**config.mk**
```make
export PLATFORM = sky130hd
export DESIGN_NAME = dbg_inject_ctrl
export DESIGN_NICKNAME = d
export VERILOG_FILES = /design/src/rtl/dbi_pkg.sv /design/src/rtl/dbi_queue.sv /design/src/rtl/dbi_seq.sv /design/src/rtl/dbi_word_sel.sv /design/src/rtl/dbg_inject_ctrl.sv
export SDC_FILE = /design/constraint.sdc
export NUM_CORES = 1
export LEC_CHECK = 0
export ABC_AREA = 1
export BUFFER_PORTS_ARGS = -buffer_cell sky130_fd_sc_hd__buf_2
export CAP_MARGIN = 0
export CORE_ASPECT_RATIO = 1.1
export CORE_MARGIN = 2
export CORE_UTILIZATION = 64
export DETAILED_ROUTE_END_ITERATION = 8
export GPL_TIMING_DRIVEN = 1
export PLACE_DENSITY = 0.86
export SYNTH_ARGS = -nofsm -noshare
export SYNTH_HDL_FRONTEND = slang
export SYNTH_SLANG_ARGS = --single-unit
```
**constraint.sdc**
```tcl
create_clock -name clk -period 6.3 [get_ports clk]
set_clock_uncertainty 0.05 [all_clocks]
set_input_delay 1.89 -clock clk [delete_from_list [all_inputs] [get_ports clk]]
set_output_delay 1.89 -clock clk [all_outputs]
set_load 0.02 [all_outputs]
```
**src/rtl/dbi_pkg.sv**
```systemverilog
package dbi_pkg;

  localparam int unsigned INSN_W = 32;

  typedef enum logic [2:0] {
    ST_RUN,
    ST_HALTING,
    ST_HALTED,
    ST_EXIT_WAIT,
    ST_DRAIN
  } dbi_state_e;

endpackage

```
**src/rtl/dbi_queue.sv**
```systemverilog
module dbi_queue #(
  parameter int unsigned WIDTH = 32,
  parameter int unsigned DEPTH = 8
) (
  input  logic             clk,
  input  logic             rst,
  input  logic             push,
  input  logic [WIDTH-1:0] din,
  input  logic             pop,
  output logic [WIDTH-1:0] dout,
  output logic             empty,
  output logic             full
);
  localparam int unsigned AW = (DEPTH > 1) ? $clog2(DEPTH) : 1;
  localparam int unsigned CW = $clog2(DEPTH + 1);
  localparam logic [AW-1:0] LAST = AW'(DEPTH - 1);
  localparam logic [CW-1:0] FULL_CNT = CW'(DEPTH);

  logic [WIDTH-1:0] mem [DEPTH];
  logic [AW-1:0]    wr_ptr, rd_ptr;
  logic [CW-1:0]    cnt;
  logic             do_push, do_pop;

  assign do_push = push && !full;
  assign do_pop  = pop && !empty;
  assign empty   = (cnt == '0);
  assign full    = (cnt == FULL_CNT);
  assign dout    = mem[rd_ptr];

  always_ff @(posedge clk) begin
    if (do_push) mem[wr_ptr] <= din;
  end

  always_ff @(posedge clk) begin
    if (rst) begin
      wr_ptr <= '0;
      rd_ptr <= '0;
      cnt    <= '0;
    end else begin
      if (do_push) wr_ptr <= (wr_ptr == LAST) ? '0 : wr_ptr + 1'b1;
      if (do_pop)  rd_ptr <= (rd_ptr == LAST) ? '0 : rd_ptr + 1'b1;
      case ({do_push, do_pop})
        2'b10:   cnt <= cnt + 1'b1;
        2'b01:   cnt <= cnt - 1'b1;
        default: cnt <= cnt;
      endcase
    end
  end
endmodule

```
**src/rtl/dbi_seq.sv**
```systemverilog
module dbi_seq
  import dbi_pkg::*;
(
  input  logic clk,
  input  logic rst,
  input  logic halt_req,
  input  logic resume_cmd,
  input  logic core_enabled,
  input  logic exit_taken,
  output logic force_o,
  output logic halted_o,
  output logic busy_o,
  output logic push_block_o,
  output logic exit_pend_o,
  output logic drain_o
);
  dbi_state_e st, st_nx;

  always_comb begin
    st_nx = st;
    case (st)
      ST_RUN: begin
        if (core_enabled)  st_nx = ST_HALTED;
        else if (halt_req) st_nx = ST_HALTING;
      end
      ST_HALTING:   if (core_enabled) st_nx = ST_HALTED;
      ST_HALTED:    if (resume_cmd)   st_nx = ST_EXIT_WAIT;
      ST_EXIT_WAIT: if (exit_taken)   st_nx = ST_DRAIN;
      ST_DRAIN:     if (!core_enabled) st_nx = ST_RUN;
      default:      st_nx = ST_RUN;
    endcase
  end

  always_ff @(posedge clk) begin
    if (rst) st <= ST_RUN;
    else     st <= st_nx;
  end

  assign force_o      = (st == ST_HALTING);
  assign halted_o     = (st == ST_HALTED);
  assign exit_pend_o  = (st == ST_EXIT_WAIT);
  assign drain_o      = (st == ST_DRAIN);
  assign push_block_o = exit_pend_o || drain_o;
  assign busy_o       = force_o || push_block_o;
endmodule

```
**src/rtl/dbi_word_sel.sv**
```systemverilog
module dbi_word_sel #(
  parameter int unsigned WIDTH     = 32,
  parameter logic [WIDTH-1:0] FILL_WORD = 32'h0000_0013,
  parameter logic [WIDTH-1:0] EXIT_WORD = 32'h0010_0073
) (
  input  logic             core_enabled,
  input  logic             core_fetch,
  input  logic             q_empty,
  input  logic [WIDTH-1:0] q_head,
  input  logic             exit_pend,
  input  logic             drain,
  output logic [WIDTH-1:0] core_insn,
  output logic             q_pop,
  output logic             exit_taken
);
  logic serving;

  assign serving = core_enabled && !drain;

  always_comb begin
    core_insn = FILL_WORD;
    if (serving) begin
      if (!q_empty)       core_insn = q_head;
      else if (exit_pend) core_insn = EXIT_WORD;
    end
  end

  assign q_pop      = serving && core_fetch && !q_empty;
  assign exit_taken = serving && core_fetch && q_empty && exit_pend;
endmodule

```
**src/rtl/dbg_inject_ctrl.sv**
```systemverilog
module dbg_inject_ctrl #(
  parameter int unsigned DEPTH     = 8,
  parameter logic [31:0] FILL_WORD = 32'h0000_0013,
  parameter logic [31:0] EXIT_WORD = 32'h0010_0073
) (
  input  logic        clk,
  input  logic        rst,
  input  logic [31:0] host_word,
  input  logic        host_valid,
  output logic        host_ready,
  input  logic        halt_req,
  input  logic        resume_cmd,
  output logic        halted,
  output logic        busy,
  output logic        core_force,
  input  logic        core_enabled,
  output logic [31:0] core_insn,
  input  logic        core_fetch
);
  import dbi_pkg::*;

  logic [INSN_W-1:0] q_head;
  logic q_empty, q_full, q_push, q_pop;
  logic push_block, exit_pend, drain, exit_taken;

  assign host_ready = !q_full && !push_block;
  assign q_push     = host_valid && host_ready;

  dbi_queue #(.WIDTH(INSN_W), .DEPTH(DEPTH)) u_queue (
    .clk(clk), .rst(rst), .push(q_push), .din(host_word), .pop(q_pop),
    .dout(q_head), .empty(q_empty), .full(q_full)
  );

  dbi_seq u_seq (
    .clk(clk), .rst(rst), .halt_req(halt_req), .resume_cmd(resume_cmd),
    .core_enabled(core_enabled), .exit_taken(exit_taken),
    .force_o(core_force), .halted_o(halted), .busy_o(busy),
    .push_block_o(push_block), .exit_pend_o(exit_pend), .drain_o(drain)
  );

  dbi_word_sel #(.WIDTH(INSN_W), .FILL_WORD(FILL_WORD), .EXIT_WORD(EXIT_WORD)) u_sel (
    .core_enabled(core_enabled), .core_fetch(core_fetch), .q_empty(q_empty),
    .q_head(q_head), .exit_pend(exit_pend), .drain(drain),
    .core_insn(core_insn), .q_pop(q_pop), .exit_taken(exit_taken)
  );
endmodule

```
**Word-level counts from Yosys, hierarchy flattened**

Memories as Yosys holds them, arrays and structs flattened. A register that Yosys moved wholly into a read port is not among the register bits.
Cells that the tools add are included.

- Word-level logic and storage cells: 59
- Memory bits (writable): 256
- Memories: 1
- Output and inout port bits: 36
- Register bits: 13

Memory list:

| memory | words | width | rd ports | clocked after Yosys merged registers in | write ports | RTL line | RTL |
|---|---|---|---|---|---|---|---|
| u_queue.mem | 8 | 32 | 1 | 1 | 1 | dbi_queue.sv:19 | `logic [WIDTH-1:0] mem [DEPTH];` |

- Reduce and logical (&&, ||, !) cells: 19
- Eq/ne operators: 14
- Muxes and demuxes: 17
- Add/subtract/negate cells: 4

Operator list:

| kind | number |
|---|---|
| $mux 32 | 2 |
| $mux 3 | 10 |
| $mux 21 | 1 |
| $pmux 3 s5 | 1 |
| $eq 3x3->1 const B | 3 |
| $logic_and 1x1->1 | 9 |
| $ne 2x2->1 const B | 4 |
| $pmux 4 s2 | 1 |
| $add 3x1->3 const B | 2 |
| $eq 3x2->1 const B | 2 |
| $reduce_and 5->1 | 1 |
| $add 4x1->4 const B | 1 |
| $eq 4x4->1 const B | 1 |
| $logic_not 1->1 | 4 |
| $logic_not 4->1 | 1 |
| $sub 4x1->4 const B | 1 |
| $eq 3x1->1 const B | 1 |
| $logic_not 3->1 | 1 |
| $ne 3x3->1 const B | 1 |
| $eq 2x1->1 const B | 1 |
| $eq 2x2->1 const B | 1 |
| $logic_or 1x1->1 | 2 |
| $mux 1 | 2 |
| $reduce_bool 2->1 | 1 |

**Depth between registers and ports, before layout**

Gate-level depths: netlist of the first run.

- Depth after elaboration: 8
- Gate-level depth with buffers: 16

**By module**

A second synthesis of the first run with hierarchy kept.

- Cells, all modules: 950
- Area total of the unflattened synthesis: 11257.0 um^2

By module, submodules not included:

| module | seq. area each (um^2) | area each (um^2) | instances | cells an instance |
|---|---|---|---|---|
| dbi_queue | 7947.6 | 10647.7 | 1 | 815 |
| dbi_word_sel | 0.0 | 312.8 | 1 | 78 |
| dbi_seq | 60.1 | 269.0 | 1 | 51 |
| dbg_inject_ctrl | 0.0 | 27.5 | 1 | 6 |

**Least setup slack after synthesis of the first run**

No wires, ideal clock.

- Kind: input port to flip-flop
- Start: input port host_valid
- End: memory u_queue.mem[6][0] (enable)
- Setup slack: 1409 ps
- Data arrival time: 4379 ps
- Stages: 3
- Data required time: 5789 ps
- Cells stage by stage: nand3_2 -> buf_2 -> nor3_1

- Longest elaborated chain between the ends: 4

Ends and longest elaborated chain:

| element | RTL line | RTL |
|---|---|---|
| from (decl) | dbg_inject_ctrl.sv:9 | `input logic host_valid,` |
| $logic_and 1x1->1 | dbg_inject_ctrl.sv:27 | `assign q_push = host_valid && host_ready;` |
| $logic_and 1x1->1 | dbi_queue.sv:24 | `assign do_push = push && !full;` |
| $mux 1 | dbi_queue.sv:31 | `if (do_push) mem[wr_ptr] <= din;` |
| $mux 1 (implied by the code) | dbi_queue.sv:31 |  |
| to (decl) | dbi_queue.sv:19 |  |

No other way between the ends.

==> results.json, run 1 <==
{
  "final_area_sq_um": 12200,
  "grt_pass1_wl_mm": 36.1,
  "final.setup.tns_ps": 0,
  "grt.overflow.total": 0,
  "crit_top_cell": "nor2_1",
  "postCtsHoldBufs": 0,
  "worstHoldStart": "u_seq.st[2]",
  "rows": 50,
  "portBuffers": 74,
  "synthCells": 879,
  "grt_setup_unrepaired": "no",
  "cts_buffers": 25,
  "drt-initial-drc-count": 835,
  "post-place-cells": 1128,
  "synth.avg_cell_area_sq_um": 12.4,
  "crit_family": "buffers and inverters",
  "first_pass_iters": 5,
  "fin_crit_sh": 0.873,
  "antenna_found_initial": 2,
  "ir_drop_mv": 0.394,
  "nFillCells": 975,
  "yosysTopAreaCell": "edfxtp_1",
  "final_common_cell": "edfxtp_1",
  "p_per_area_nw_per_um2": 414,
  "holdWs_ps": 470,
  "slowest_stage": "clkinv_2",
  "placed_area_sq_um": 11400,
  "vias_per_cell": 6.21,
  "ys_top_cells_by_area": "edfxtp_1 71%, nor2_1 6.8%, o21ai_0 5.3%, o22ai_1 3.0%, dfxtp_1 2.9%",
  "worstPathCellList": "clkinv_2 -> buf_4 -> o21ai_0 -> o22ai_1 -> nor2_1 -> nor2_1 -> buf_2",
  "start_kind": "register",
  "grt_pass1_vias": 7202,
  "synth.cell_area_sq_um": 10900,
  "grt.total_usage": 0.260,
  "syn-num-nets": 925,
  "postCtsSetupBuffers": 0,
  "final_cells": 1173,
  "yosysWarnings": 0,
  "io_pins": 75,
  "synth_top_cell_area_share": 0.706,
  "cts.sinks": 272,
  "multi_input_comb_area_sq_um": 2540,
  "cp-end-kind": "output port",
  "ys_seq_elements": 272,
  "worstMarginPinSlew_ps": 1150,
  "leakage_nw": 4.40,
  "dieArea_sq_um": 18100,
  "finalHoldViolations": 0,
  "crit_arrival_ps": 3560,
  "clock-root-buffer": "clkbuf_16",
  "ctsResizeCount": 0,
  "initial_core_util": 0.647,
  "final_cell_mix": "256 x edfxtp_1, 197 x nor2_1, 116 x o21ai_0",
  "final-setup-viol-count": 0,
  "hold_class": "reg2reg",
  "ant_nets": 0,
  "core_sq_um": 16800,
  "nets": 993,
  "fmax_ghz": 0.182,
  "cts_tree": "done",
  "wl_mm": 23.4,
  "path_clk_slew_ps": 60,
  "avgRoutedWirePerCell_um": 20.0,
  "cts.path.max_buffers": 3,
  "drive_gt1_frac": 0.161,
  "cp.required_ps": 4360,
  "critical_path_class": "reg2out",
  "die_w_um": 128,
  "grt_max_degree": 87,
  "crit_path_max_incr_delay_ps": 1000,
  "htreeDepth": 1,
  "slew_viol_final": 0,
  "gp_congestion": 0.769,
  "drv_cap": 0,
  "vias": 7286,
  "hpwl_mm": 12.8,
  "insertion_delay_ps": 510,
  "post-route-drc-count": 0,
  "die_y_um": 141,
  "fin_crit_ps": 5500,
  "area_growth_pct": 12.5,
  "status": "finished, final reports clean",
  "r2r_start": "u_seq.st[2]",
  "ys_types": 27,
  "worstPathMaxFanout": 86,
  "critPathBufInv": 3,
  "seq_area_sq_um": 8010,
  "maxSlewHeadroom": 0.234,
  "synth-seq-area-share": 0.735
}
per-stage QoR:
| step | utilization | setup WS [ps] | power [mW] |
|---|---|---|---|
| 6_report | 0.728 | 799 | 5.08 |
| 5_1_grt | 0.728 | 553 | 5.30 |
| 4_1_cts | 0.728 | 841 | 5.07 |
| 3_5_place_dp | 0.679 | 1380 | 3.61 |
| 3_3_place_gp | 0.679 | 1430 | 3.56 |
| 2_1_floorplan | - | 1410 | 3.23 |
cell usage after synthesis:
cell / number
nor2_2: 5
nor3_1: 8
inv_2: 3
ha_1: 7
o22ai_1: 52
xor2_1: 1
o211a_1: 1
dfxtp_1: 16
nor2_1: 197
nand3_2: 2
xnor2_1: 1
buf_4: 12
clkbuf_1: 25
nand3_1: 41
buf_2: 10
buf_1: 2
o211ai_1: 1
inv_1: 22
nand4_1: 2
buf_6: 4
a21oi_1: 10
nand2_2: 2
o21ai_0: 116
a31oi_1: 2
o21ai_1: 36
nand2_1: 45
edfxtp_1: 256
registers in the layout, summed over array words and instances, names as in the netlist, named ones only:
name	count
u_queue.rd_ptr	3
u_queue.cnt	4
u_seq.st	3
u_queue.wr_ptr	3
u_queue.mem	256
routing by layer:
| metal | track usage | up-vias | routed length, um |
|---|---|---|---|
| li1 | - | 3316 | - |
| met1 | 0.334 | 3442 | 8740 |
| met2 | 0.453 | 450 | 11800 |
| met3 | 0.0372 | 78 | 2150 |
| met4 | 0.0960 | 0 | 757 |
| met5 | 0 | - | 0 |
cells by family (layout without fill, tap and decap cells):
| logic type | Yosys count | count (layout) | synth area share |
|---|---|---|---|
| AO/OA/AOI/OAI | 218 | 218 | 0.107 |
| XOR/XNOR | 2 | 2 | 0.00161 |
| adder cells (fa/ha/maj) | 7 | 7 | 0.00804 |
| buffers and inverters | 78 | 163 | 0.0349 |
| flip-flops | 272 | 272 | 0.735 |
| other | 0 | 1 | 0 |
| AND/OR/NAND/NOR | 302 | 302 | 0.113 |
cell type report:
type                       count  share of cell area
antenna                        1            0.000204
clock buffer                  36              0.0621
clock inverter                 8             0.00439
inverter                      25             0.00776
multi-input combinational    529               0.207
sequential                   272               0.654
tap                          208              0.0213
timing repair buffer          94              0.0425
worst min-delay path, cell delays in order, from the launching register on:
cell and delay (ps):
dfxtp_1 360, a21oi_1 50, nor2_1 70
report_power, final:
| part | leakage [nW] | internal, mW | switching, mW |
|---|---|---|---|
| logic | 1.54 | 0.393 | 0.947 |
| clock network | 0.403 | 0.843 | 0.624 |
| registers | 2.45 | 2.18 | 0.0912 |
| total | 4.40 | 3.41 | 1.66 |
worst paths after layout:
kind	depth (start not counted)	slack (ps)	endpoint
setup / recovery	7	800	core_insn[30]
hold / removal	2	470	u_seq.st[2]
setup reg to reg	7	3340	u_queue.mem[7][17]
hold reg to reg	2	470	u_seq.st[2]
Power figures use the tool's default switching activity.
==> inputs of run 2 (changes only) <==
BUFFER_PORTS_ARGS = -buffer_cell sky130_fd_sc_hd__buf_4   (was -buffer_cell sky130_fd_sc_hd__buf_2)
clock period = 6.37 ns   (was 6.3 ns; I/O delays follow)
==> run 2 against run 1 <==
- global-route usage fell by 0.88 points
- sequential share of layout area fell by 0.37 points
- core utilization rose by 0.42 points
- non-clock buffer count fell by 5
- clock power fell by 7%
- sequential power barely moved
- first-iteration DRC count fell by 2.0%
- register-to-register slack improved by 150 ps
- critical path type unchanged
- highest routed layer unchanged
==> results.json, run 2 (synthesized netlist as in run 1, its figures left out) <==
{
  "htreeDepth": 1,
  "dpl_worst_slack_ps": 1430,
  "worstMarginPinSlew_ps": 1230,
  "core_sq_um": 16800,
  "drv_cap": 0,
  "cts_tree": "done",
  "fin_crit_ps": 5460,
  "crit_family": "buffers and inverters",
  "critical_path_class": "reg2out",
  "io_pins": 75,
  "finalHoldViolations": 0,
  "p_int_mw": 3.36,
  "crit_path_max_incr_delay_ps": 870,
  "holdWs_ps": 489,
  "ctsResizeCount": 0,
  "gp_congestion": 0.764,
  "drive_gt1_frac": 0.151,
  "hold_class": "reg2reg",
  "status": "finished, final reports clean",
  "insertion_delay_ps": 510,
  "final-setup-viol-count": 0,
  "hpwl_mm": 11.9,
  "initial_core_util": 0.647,
  "setup_ws_ps": 906,
  "slew_viol_final": 0,
  "post-route-drc-count": 0,
  "vias_per_cell": 6.09,
  "drt-initial-drc-count": 818,
  "avgRoutedWirePerCell_um": 19.4,
  "total_power_mw": 4.97,
  "grt_setup_unrepaired": "no",
  "ir_drop_mv": 0.274,
  "utilization": 0.732,
  "cts.path.max_buffers": 3,
  "comb_power_share": 0.275,
  "slowest_stage": "clkinv_2",
  "wl_mm": 22.6,
  "grt.overflow.total": 0,
  "p_clk_frac": 0.273,
  "die_w_um": 128,
  "final_common_cell": "edfxtp_1",
  "top_regs": "u_queue.mem (256), u_queue.cnt (4)",
  "rows": 50,
  "final.setup.tns_ps": 0,
  "vias": 7102,
  "critPathBufInv": 3,
  "postCtsHoldBufs": 0,
  "grt_pass1_vias": 6897,
  "cts.sinks": 272,
  "clock-root-buffer": "clkbuf_16",
  "die_y_um": 141,
  "p_per_area_nw_per_um2": 404,
  "grt_max_degree": 79,
  "antenna_found_initial": 0,
  "worstPathCellList": "clkinv_2 -> buf_4 -> o21ai_0 -> o22ai_1 -> nor2_1 -> nor2_1 -> buf_4",
  "fin_crit_sh": 0.858,
  "final_cell_mix": "256 x edfxtp_1, 197 x nor2_1, 116 x o21ai_0",
  "crit_arrival_ps": 3500,
  "first_pass_iters": 5,
  "start_kind": "register",
  "p_sw_mw": 1.61,
  "dieArea_sq_um": 18100,
  "seqPwrFrac": 0.451,
  "cts_buffers": 25,
  "postCtsSetupBuffers": 0,
  "num_antenna_cells": 0,
  "worstPathMaxFanout": 69,
  "grt.total_usage": 0.251,
  "path_clk_slew_ps": 60,
  "nets": 988,
  "area_growth_pct": 13.1,
  "cp.required_ps": 4410,
  "switching_share": 0.324,
  "grt_pass1_wl_mm": 34.7,
  "cp-end-kind": "output port",
  "largest_reg_flops": 256,
  "regMostFlops": "u_queue.mem",
  "leakage_nw": 4.37,
  "portBuffers": 74,
  "ant_nets": 0,
  "maxSlewHeadroom": 0.180,
  "fmax_ghz": 0.183
}
## run 2: worst paths after layout
check,start,endpoint,slack [ps],cells after the start
worst min register to register,u_queue.wr_ptr[2],u_queue.wr_ptr[2],490,2
worst max register to register,u_seq.st[2],u_queue.mem[7][10],3490,7
worst min-delay path,u_queue.wr_ptr[2],u_queue.wr_ptr[2],490,2
worst max-delay path,register,core_insn[26],910,7
## run 2: metal layers
layer	track usage	vias up	share of wire
li1	-	3304	-
met1	0.316	3379	0.37
met2	0.436	365	0.52
met3	0.0364	54	0.079
met4	0.111	0	0.031
met5	0	-	0
## run 2: power by group through the flow
stage          Clock [mW]  Combinational [mW]  Sequential [mW]
2_1_floorplan           0               0.942             2.25
3_3_place_gp            0                1.32             2.27
3_5_place_dp            0                1.36             2.28
4_1_cts              1.37                1.37             2.24
5_1_grt              1.45                1.51             2.26
6_report             1.36                1.37             2.24
## run 2: cell type report
| cell class | instances | area (sq um) |
|---|---|---|
| clock inverters | 13 | 91.3 |
| multi-input cells | 529 | 2540 |
| clock buffers | 31 | 648 |
| well taps | 208 | 260 |
| fillers | 1002 | 4510 |
| inverters | 25 | 95.1 |
| repair buffers | 89 | 668 |
| flip-flops and latches | 272 | 8010 |
## run 2: worst register-to-register path: cells and delay by family (launching register included)
family / cells / cell delay [ps]
AND/OR/NAND/NOR: 4 / 1420
buffers and inverters: 3 / 700
flip-flops: 1 / 370
## run 2: per-stage QoR
stage / cell area (sq um) / instances
detailed placement: 11600 / 1123
floorplan: 10900 / 879
global route: 12300 / 1167
CTS: 12300 / 1167
global placement: 11600 / 1123
finish: 12300 / 1167
==> inputs of run 3 (changes only) <==
CORE_UTILIZATION = 54   (was 64)
PLACE_DENSITY = 0.77   (was 0.86)
clock period = 4.8 ns   (was 6.37 ns; I/O delays follow)
==> run 3 against run 2 <==
- worst hold slack got worse by 2.9 ps
- non-clock buffer count increased by 6
- routed wire length decreased by 1.5%
- total power increased by 36%
- global-route usage decreased by 4.5 points
- critical path type is now in2out
- highest routed layer unchanged
==> results.json, run 3 (synthesized netlist as in run 1, its figures left out) <==
{
  "cp-end-kind": "output port",
  "largest_reg_flops": 256,
  "final_common_cell": "edfxtp_1",
  "die_w_um": 139,
  "crit_top_cell": "buf_4",
  "vias": 7035,
  "num_antenna_cells": 0,
  "fin_crit_ps": 4090,
  "avgRoutedWirePerCell_um": 18.3,
  "start_kind": "input port",
  "final-setup-viol-count": 0,
  "leakage_nw": 4.46,
  "area_growth_pct": 15.0,
  "crit_path_max_incr_delay_ps": 360,
  "crit_arrival_ps": 2600,
  "critical_path_class": "in2out",
  "path_clk_slew_ps": 60,
  "grt.overflow.total": 0,
  "drive_gt1_frac": 0.160,
  "rows": 54,
  "slew_viol_final": 0,
  "grt_pass1_vias": 6636,
  "portBuffers": 74,
  "fin_crit_sh": 0.852,
  "antenna_found_initial": 0,
  "post-route-drc-count": 0,
  "critPathBufInv": 3,
  "first_pass_iters": 5,
  "cp.required_ps": 3310,
  "wl_mm": 22.3,
  "drv_cap": 0,
  "p_per_area_nw_per_um2": 539,
  "top_regs": "u_queue.mem (256), u_queue.cnt (4)",
  "regMostFlops": "u_queue.mem",
  "status": "finished, final reports clean",
  "die_y_um": 153,
  "gp_congestion": 0.761,
  "worstPathCellList": "buf_4 -> nand2_2 -> nor2_2 -> buf_4 -> o21ai_0 -> nor2_1 -> buf_4",
  "fmax_ghz": 0.245,
  "ctsResizeCount": 0,
  "io_pins": 75,
  "final_cell_mix": "256 x edfxtp_1, 197 x nor2_1, 116 x o21ai_0",
  "nets": 995,
  "cts_tree": "done",
  "placed_area_sq_um": 11700,
  "hpwl_mm": 12.0,
  "clock-root-buffer": "clkbuf_16",
  "crit_family": "buffers and inverters",
  "final.setup.tns_ps": 0,
  "grt_pass1_wl_mm": 34.8,
  "initial_core_util": 0.550,
  "ant_nets": 0,
  "maxSlewHeadroom": 0.361,
  "vias_per_cell": 5.77,
  "cts.sinks": 272,
  "grt.total_usage": 0.206,
  "hold_class": "reg2reg",
  "cts_buffers": 26,
  "insertion_delay_ps": 530,
  "worstMarginPinSlew_ps": 957,
  "htreeDepth": 1,
  "slowest_stage": "buf_4",
  "ir_drop_mv": 0.410,
  "grt_max_degree": 77,
  "dieArea_sq_um": 21300,
  "final_area_sq_um": 12500,
  "nFillCells": 1404,
  "cts.path.max_buffers": 3,
  "grt_setup_unrepaired": "no",
  "core_sq_um": 19800,
  "finalHoldViolations": 0,
  "postCtsHoldBufs": 0,
  "worstPathMaxFanout": 29,
  "postCtsSetupBuffers": 0,
  "drt-initial-drc-count": 835
}
run 3: cell count changes in the layout (fill, tap and decap cells not counted):
cell	previous run	this run
clkbuf_1	6	4
inv_8	0	1
clkbuf_16	25	27
clkinvlp_4	1	0
buf_12	0	2
clkinv_4	1	0
clkbuf_8	0	3
buf_4	89	93
run 3: cell type report:
cell class                      instances  area (sq um)  area share
Tap cell                              252           315      0.0252
Inverter                               25          95.1     0.00759
Sequential cell                       272          8010       0.640
Timing Repair Buffer                   95           738      0.0590
Clock inverter                         12          86.3     0.00690
Clock buffer                           34           732      0.0585
Multi-Input combinational cell        529          2540       0.203
run 3: metrics by stage:
step	setup slack (ps)	util	total power, mW	hold WS [ps]	cells
2_1_floorplan	359	-	4.23	429	879
3_5_place_dp	755	0.591	4.85	470	1173
4_1_cts	745	0.632	6.77	481	1219
6_report	712	0.632	6.75	486	1219
3_3_place_gp	790	0.591	4.82	453	1173
5_1_grt	558	0.632	7.07	511	1219
run 3: power by group:
part           total (mW)  switching, mW  leakage [nW]  internal (mW)
clock                1.94          0.814         0.409           1.12
combinational        1.86           1.25          1.59          0.612
sequential           2.94         0.0861          2.45           2.86
total                6.75           2.15          4.46           4.59
run 3: worst min-delay path: cells and delay by family (launching register included):
family	cells	cell delay, ps
buf+inv	1	90
compound gates	1	60
flops	1	330
run 3: final timing paths:
kind                                   startpoint                 to  slack (ps)  cells after the start
worst max-delay path                 core_enabled       core_insn[8]         710                      7
worst min-delay path            u_queue.wr_ptr[1]  u_queue.wr_ptr[1]         490                      2
worst min register to register  u_queue.wr_ptr[1]  u_queue.wr_ptr[1]         490                      2
worst max register to register        u_seq.st[2]  u_queue.mem[0][7]        2230                      7
run 3: layer usage:
| layer | share of wire | up-vias | GRT usage |
|---|---|---|---|
| met5 | 0 | - | 0 |
| met4 | 0.024 | 0 | 0.0707 |
| met3 | 0.068 | 50 | 0.0285 |
| met1 | 0.40 | 3348 | 0.275 |
| li1 | - | 3325 | - |
| met2 | 0.51 | 312 | 0.352 |
